===== src/rtl/irqagg_pkg.sv =====
package irqagg_pkg;

  // Byte offsets of the register window
  localparam int OFF_PEND     = 'h00;
  localparam int OFF_PEND_SET = 'h04;
  localparam int OFF_PEND_CLR = 'h08;
  localparam int OFF_MASK     = 'h0C;
  localparam int OFF_MASK_SET = 'h10;
  localparam int OFF_MASK_CLR = 'h14;

  // Strobes from the decoder to the datapath
  typedef struct packed {
    logic setPend;
    logic clrPend;
    logic setMask;
    logic clrMask;
    logic rdPend;
    logic rdMask;
  } ctrlStb_t;

endpackage


===== src/rtl/irqagg_edge.sv =====
module irqagg_edge #(
  parameter int WIDTH = 32
) (
  input  logic             clk,
  input  logic             rstN,
  input  logic [WIDTH-1:0] lineIn,
  output logic [WIDTH-1:0] riseOut
);

  logic [WIDTH-1:0] linePrev;

  always_ff @(posedge clk) begin
    if (!rstN) linePrev <= '0;
    else       linePrev <= lineIn;
  end

  genvar gi;
  generate
    for (gi = 0; gi < WIDTH; gi++) begin : gRise
      assign riseOut[gi] = lineIn[gi] & ~linePrev[gi];
    end
  endgenerate

  // A held-high line yields a single rise
  AST_SINGLE_RISE: assert property (@(posedge clk) disable iff (!rstN)
    (riseOut != '0) |=> ((riseOut & $past(riseOut)) == '0));

endmodule


===== src/rtl/irqagg_ctrl.sv =====
module irqagg_ctrl
  import irqagg_pkg::*;
#(
  parameter int ADDR_W = 5
) (
  input  logic              clk,
  input  logic              rstN,
  input  logic [ADDR_W-1:0] busAddr,
  input  logic              busWrite,
  output ctrlStb_t          stb
);

  localparam logic [ADDR_W-1:0] A_PEND     = ADDR_W'(OFF_PEND);
  localparam logic [ADDR_W-1:0] A_PEND_SET = ADDR_W'(OFF_PEND_SET);
  localparam logic [ADDR_W-1:0] A_PEND_CLR = ADDR_W'(OFF_PEND_CLR);
  localparam logic [ADDR_W-1:0] A_MASK     = ADDR_W'(OFF_MASK);
  localparam logic [ADDR_W-1:0] A_MASK_SET = ADDR_W'(OFF_MASK_SET);
  localparam logic [ADDR_W-1:0] A_MASK_CLR = ADDR_W'(OFF_MASK_CLR);

  always_comb begin
    stb = '0;
    unique case (busAddr)
      A_PEND:     stb.rdPend  = 1'b1;
      A_MASK:     stb.rdMask  = 1'b1;
      A_PEND_SET: stb.setPend = busWrite;
      A_PEND_CLR: stb.clrPend = busWrite;
      A_MASK_SET: stb.setMask = busWrite;
      A_MASK_CLR: stb.clrMask = busWrite;
      default:    stb = '0;
    endcase
  end

  AST_RO_WRITE_IGNORED: assert property (@(posedge clk) disable iff (!rstN)
    (busWrite && (busAddr == A_PEND || busAddr == A_MASK))
      |-> !(stb.setPend || stb.clrPend || stb.setMask || stb.clrMask));

  AST_WO_NO_READ: assert property (@(posedge clk) disable iff (!rstN)
    (busAddr == A_PEND_SET || busAddr == A_PEND_CLR ||
     busAddr == A_MASK_SET || busAddr == A_MASK_CLR)
      |-> !(stb.rdPend || stb.rdMask));

endmodule


===== src/rtl/irqagg_dp.sv =====
module irqagg_dp
  import irqagg_pkg::*;
#(
  parameter int WIDTH = 32
) (
  input  logic             clk,
  input  logic             rstN,
  input  ctrlStb_t         stb,
  input  logic [WIDTH-1:0] wdata,
  input  logic [WIDTH-1:0] riseIn,
  output logic [WIDTH-1:0] rdata,
  output logic             irqOut
);

  logic [WIDTH-1:0] pendQ, maskQ;
  logic [WIDTH-1:0] pendSetVec, pendClrVec, maskSetVec, maskClrVec;

  assign pendSetVec = stb.setPend ? wdata : '0;
  assign pendClrVec = stb.clrPend ? wdata : '0;
  assign maskSetVec = stb.setMask ? wdata : '0;
  assign maskClrVec = stb.clrMask ? wdata : '0;

  // A fresh edge outranks an acknowledge of the same bit
  always_ff @(posedge clk) begin
    if (!rstN) pendQ <= '0;
    else       pendQ <= (pendQ & ~pendClrVec) | pendSetVec | riseIn;
  end

  always_ff @(posedge clk) begin
    if (!rstN) maskQ <= '1;
    else       maskQ <= (maskQ & ~maskClrVec) | maskSetVec;
  end

  always_comb begin
    if (stb.rdPend)      rdata = pendQ;
    else if (stb.rdMask) rdata = maskQ;
    else                 rdata = '0;
  end

  assign irqOut = |(pendQ & ~maskQ);

  AST_EDGE_LATCHED: assert property (@(posedge clk) disable iff (!rstN)
    (riseIn != '0) |=> ((pendQ & $past(riseIn)) == $past(riseIn)));

  AST_PEND_HOLDS: assert property (@(posedge clk) disable iff (!rstN)
    !stb.clrPend |=> ((pendQ & $past(pendQ)) == $past(pendQ)));

  AST_CLR_TAKES: assert property (@(posedge clk) disable iff (!rstN)
    stb.clrPend |=> ((pendQ & $past(wdata & ~riseIn)) == '0));

  AST_SET_TAKES: assert property (@(posedge clk) disable iff (!rstN)
    stb.setPend |=> ((pendQ & $past(wdata)) == $past(wdata)));

  AST_EDGE_BEATS_CLR: assert property (@(posedge clk) disable iff (!rstN)
    (stb.clrPend && ((riseIn & wdata) != '0))
      |=> ((pendQ & $past(riseIn & wdata)) == $past(riseIn & wdata)));

  AST_MASK_SET_TAKES: assert property (@(posedge clk) disable iff (!rstN)
    stb.setMask |=> ((maskQ & $past(wdata)) == $past(wdata)));

  AST_MASK_CLR_TAKES: assert property (@(posedge clk) disable iff (!rstN)
    stb.clrMask |=> ((maskQ & $past(wdata)) == '0));

  AST_ALL_MASKED_QUIET: assert property (@(posedge clk) disable iff (!rstN)
    (&maskQ) |-> !irqOut);

  AST_IRQ_RISE_CAUSE: assert property (@(posedge clk) disable iff (!rstN)
    $rose(irqOut) |-> $past(stb.setPend || stb.clrMask || (riseIn != '0)));

endmodule


===== src/rtl/irq_set_clr_agg.sv =====
module irq_set_clr_agg
  import irqagg_pkg::*;
#(
  parameter int NSRC   = 32,
  parameter int ADDR_W = 5
) (
  input  logic              clk,
  input  logic              rstN,
  input  logic [NSRC-1:0]   srcIn,
  input  logic [ADDR_W-1:0] busAddr,
  input  logic              busWrite,
  input  logic [NSRC-1:0]   busWdata,
  output logic [NSRC-1:0]   busRdata,
  output logic              irqOut
);

  ctrlStb_t        stb;
  logic [NSRC-1:0] riseVec;

  irqagg_edge #(.WIDTH(NSRC)) uEdge (
    .clk     (clk),
    .rstN    (rstN),
    .lineIn  (srcIn),
    .riseOut (riseVec)
  );

  irqagg_ctrl #(.ADDR_W(ADDR_W)) uCtrl (
    .clk      (clk),
    .rstN     (rstN),
    .busAddr  (busAddr),
    .busWrite (busWrite),
    .stb      (stb)
  );

  irqagg_dp #(.WIDTH(NSRC)) uDp (
    .clk    (clk),
    .rstN   (rstN),
    .stb    (stb),
    .wdata  (busWdata),
    .riseIn (riseVec),
    .rdata  (busRdata),
    .irqOut (irqOut)
  );

endmodule


===== config.mk =====
export PLATFORM = sky130hd
export DESIGN_NAME = irq_set_clr_agg
export DESIGN_NICKNAME = d
export VERILOG_FILES = /design/src/rtl/irqagg_pkg.sv /design/src/rtl/irqagg_edge.sv /design/src/rtl/irqagg_ctrl.sv /design/src/rtl/irqagg_dp.sv /design/src/rtl/irq_set_clr_agg.sv
export SDC_FILE = /design/constraint.sdc
export NUM_CORES = 1
export LEC_CHECK = 0
export BUFFER_PORTS_ARGS = -buffer_cell sky130_fd_sc_hd__buf_2
export CELL_PAD_IN_SITES_DETAIL_PLACEMENT = 0
export CELL_PAD_IN_SITES_GLOBAL_PLACEMENT = 2
export CORE_ASPECT_RATIO = 1.25
export CORE_MARGIN = 2
export CORE_UTILIZATION = 33
export DETAILED_ROUTE_END_ITERATION = 7
export HOLD_SLACK_MARGIN = 0.02
export PLACE_DENSITY_LB_ADDON = 0.1
export SLEW_MARGIN = 5
export SYNTH_ARGS = -nofsm -noshare
export SYNTH_HDL_FRONTEND = slang
export SYNTH_SLANG_ARGS = --single-unit

===== constraint.sdc =====
create_clock -name clk -period 4.03 [get_ports clk]
set_clock_uncertainty 0.15 [all_clocks]
set_input_delay 0.403 -clock clk [delete_from_list [all_inputs] [get_ports clk]]
set_output_delay 0.403 -clock clk [all_outputs]
set_load 0.03 [all_outputs]

==> impl_results.md <==
- Register area share after synthesis: 0.446
- Fillers: 1359
- First-pass GRT wire length: 20300 microns
- RSZ-0062 raised after global routing: no
- Overflow after GRT: 0
- Worst rel slew slack: 0.323
- Peak supply drop: 0.000203 V
- Status: complete, no violations
- Async SR Flop Fraction: 0
- CTS hold repair buffers: 0
- Share of post-route cells with drive strength above 1: 0.213
- Ys Warns: 0
- Routed via count: 3814
- Setup-failing EPs final: 0
- Synth Flop Type: dfxtp_1
- Critical Path RT: ~3500 ps
- Initial antenna violation count: 0
- Synthesized cell area: 0.00431 sq mm
- Via/cell ratio: 4.95
- Worst hold-check path type: primary input to register
- Die Span X: 106 microns
- Setup_tns: 0 ps
- Antenna-violating nets left: 0
- Core footprint: 0.0127 sq mm
- Worst path slowest cell: buf_2
- Initial core utilization: 0.339
- Vias in the first global route: 3771
- Total Power: 2.27 mW
- DIE HEIGHT: around 130 microns
- WL/cell: 16.6 microns
- TritonRoute pass-1 iters: 4
- Post-CTS Setup Bufs: 0
- Gpl congestion: 0.793
- CP dominant cell by count: buf_2
- Gr usage total: 0.184
- Fin Hold WS: 127 ps
- Fin. Hold Viols: 0
- Max Freq: 393 MHz
- DIE AREA: between 0.01 and 0.015 sq mm
- Largest net degree at the start of global routing: 63
- Share of the synthesized area in the top cell type: 0.446
- Leak Pwr: around 2.5 nW
- IO Port Bufs: roughly 100
- Multi-input gate area: 0.00198 sq mm
- Sink Count: 96
- Tmin final: roughly 2500 ps
- Biggest area consumer among synthesized cells: dfxtp_1
- Max_cap viols: 0
- TritonCTS clock tree: done
- Period utilisation layout: 0.632
- Pwr dens: between 400 and 500 mW/mm^2
- Register area: a little under 0.002 sq mm
- I/O pin total: approximately 110
- Cell area after layout: 0.00528 sq mm
- WS Path Type: primary input to output port
- Crit-path max cell delay: between 400 and 500 ps
- Synth Area per Inst: 8.43 sq um
- Worst reg2reg setup slack: 3110 ps
- Routed WL: between 10000 and 15000 microns
- Number of flops mapped to enable cells by yosys: 0
- Post-DP HPWL: slightly below 9000 microns
- Final net count: 669
- CTS root buf: clkbuf_16
- Area post-placement: 0.00491 sq mm
- WP data arrival: 1990 ps
- Ant diodes: 0
- Post-Syn Nets: between 500 and 600
- Utilization after layout: 0.415
- Synth area leaders: dfxtp_1 (45%), a21oi_1 (7.3%), a22o_1 (6.5%)
- Clock buffer count from CTS: 9
- Row Count: 46
- Worst-path clk slew: 70 ps
- Initial drt markers: 162
- Cell breakdown of the critical path: buf_2 > and3b_1 > buf_4 > a22o_1 > buf_2
- DRC violations left: 0
- Setup crit end kind: output port
- Synth-to-layout area growth: 22.4%
- Netlist cell types: 24
- Seq cells post-synth: 96
- Slew @ Worst Pin: 1020 ps
- Top-count cell post-synth: dfxtp_1
- Skew-Pair Late Insertion Delay: 330 ps
- Htree depth: 3
- Syn Inst Count: just over 500
- Top cells by count, synth: dfxtp_1 (96), inv_1 (64), a21oi_1 (63), o21ai_1 (34), and2_1 (33)
- Maximum root-to-sink buffer count: 2
- Crit Path Max Fanout: 35
- Crit start category: primary input
- CTS resizes: 0
- Max Transition Viols Final: 0
==> final cells by class <==
cell class,count,area share
Timing Repair Buffer,109,0.106
Clock inverter,6,0.0247
Clock buffer,10,0.0453
Inverter,64,0.0455
Sequential cell,96,0.364
Tap cell,168,0.0398
Multi-Input combinational cell,317,0.375
==> worst max-delay path: cells and delay by family <==
kind                   cells  cell delay [ps]
AOI/OAI and AO/OA          1              190
and+or+nand+nor            1              370
buffers and inverters      3             1020
==> power by group <==
part / switching, mW / internal (mW)
clock: 0.359 / 0.684
sequential: 0.0315 / 0.994
combinational: 0.115 / 0.0881
total: 0.505 / 1.77
==> logic make-up after synthesis <==
group | share of synthesized area
compound gates | 0.293
buf+inv | 0.0976
simple gates | 0.163
flops | 0.446
==> flip-flops by register name, indices dropped and copies added, names as in the netlist <==
register	count
uDp.pendQ	32
uDp.maskQ	32
uEdge.linePrev	32
==> through the flow <==
step,setup slack [ps],cells
after floorplan,2040,511
after global placement,1500,754
after detailed placement,1480,754
after CTS,1470,770
after global routing,1330,770
final,1480,770
==> placed cells by master (no fill, tap or decap) <==
cell       count
and2_1        32
o21ai_1       34
bufinv_16      4
nand4_1        1
a31oi_1        1
a22o_1        32
clkbuf_16      9
a21oi_1       63
nor2b_1       32
and3_1        31
nand3_1        1
nor4b_2        1
buf_4          5
nor4b_4        1
nor2_1         1
clkbuf_8       1
and3b_1        2
nor3b_1        1
inv_1         64
buf_2        104
dfxtp_1       96
and4_1         1
o22ai_1       16
nor4_1         4
o21ai_0       30
clkinv_2       2
and2_2         1
a21boi_1      32
==> routing by layer <==
metal / GRT usage / share of wire / vias to the layer above
li1: - / - / 1932
met1: 0.232 / 0.45 / 1789
met2: 0.318 / 0.50 / 85
met3: 0.0237 / 0.037 / 8
met4: 0.0716 / 0.012 / 0
met5: 0 / 0 / -
==> path summary, 6_finish.rpt <==
path / from / cells past startpoint / to
min reg2reg: uDp.pendQ[12] / 2 / uDp.pendQ[12]
min: srcIn[21] / 2 / uEdge.linePrev[21]
max reg2reg: uEdge.linePrev[5] / 3 / uDp.pendQ[5]
max: busAddr[2] / 5 / busRdata[17]
Note: power is estimated with default switching activity, not from simulation.
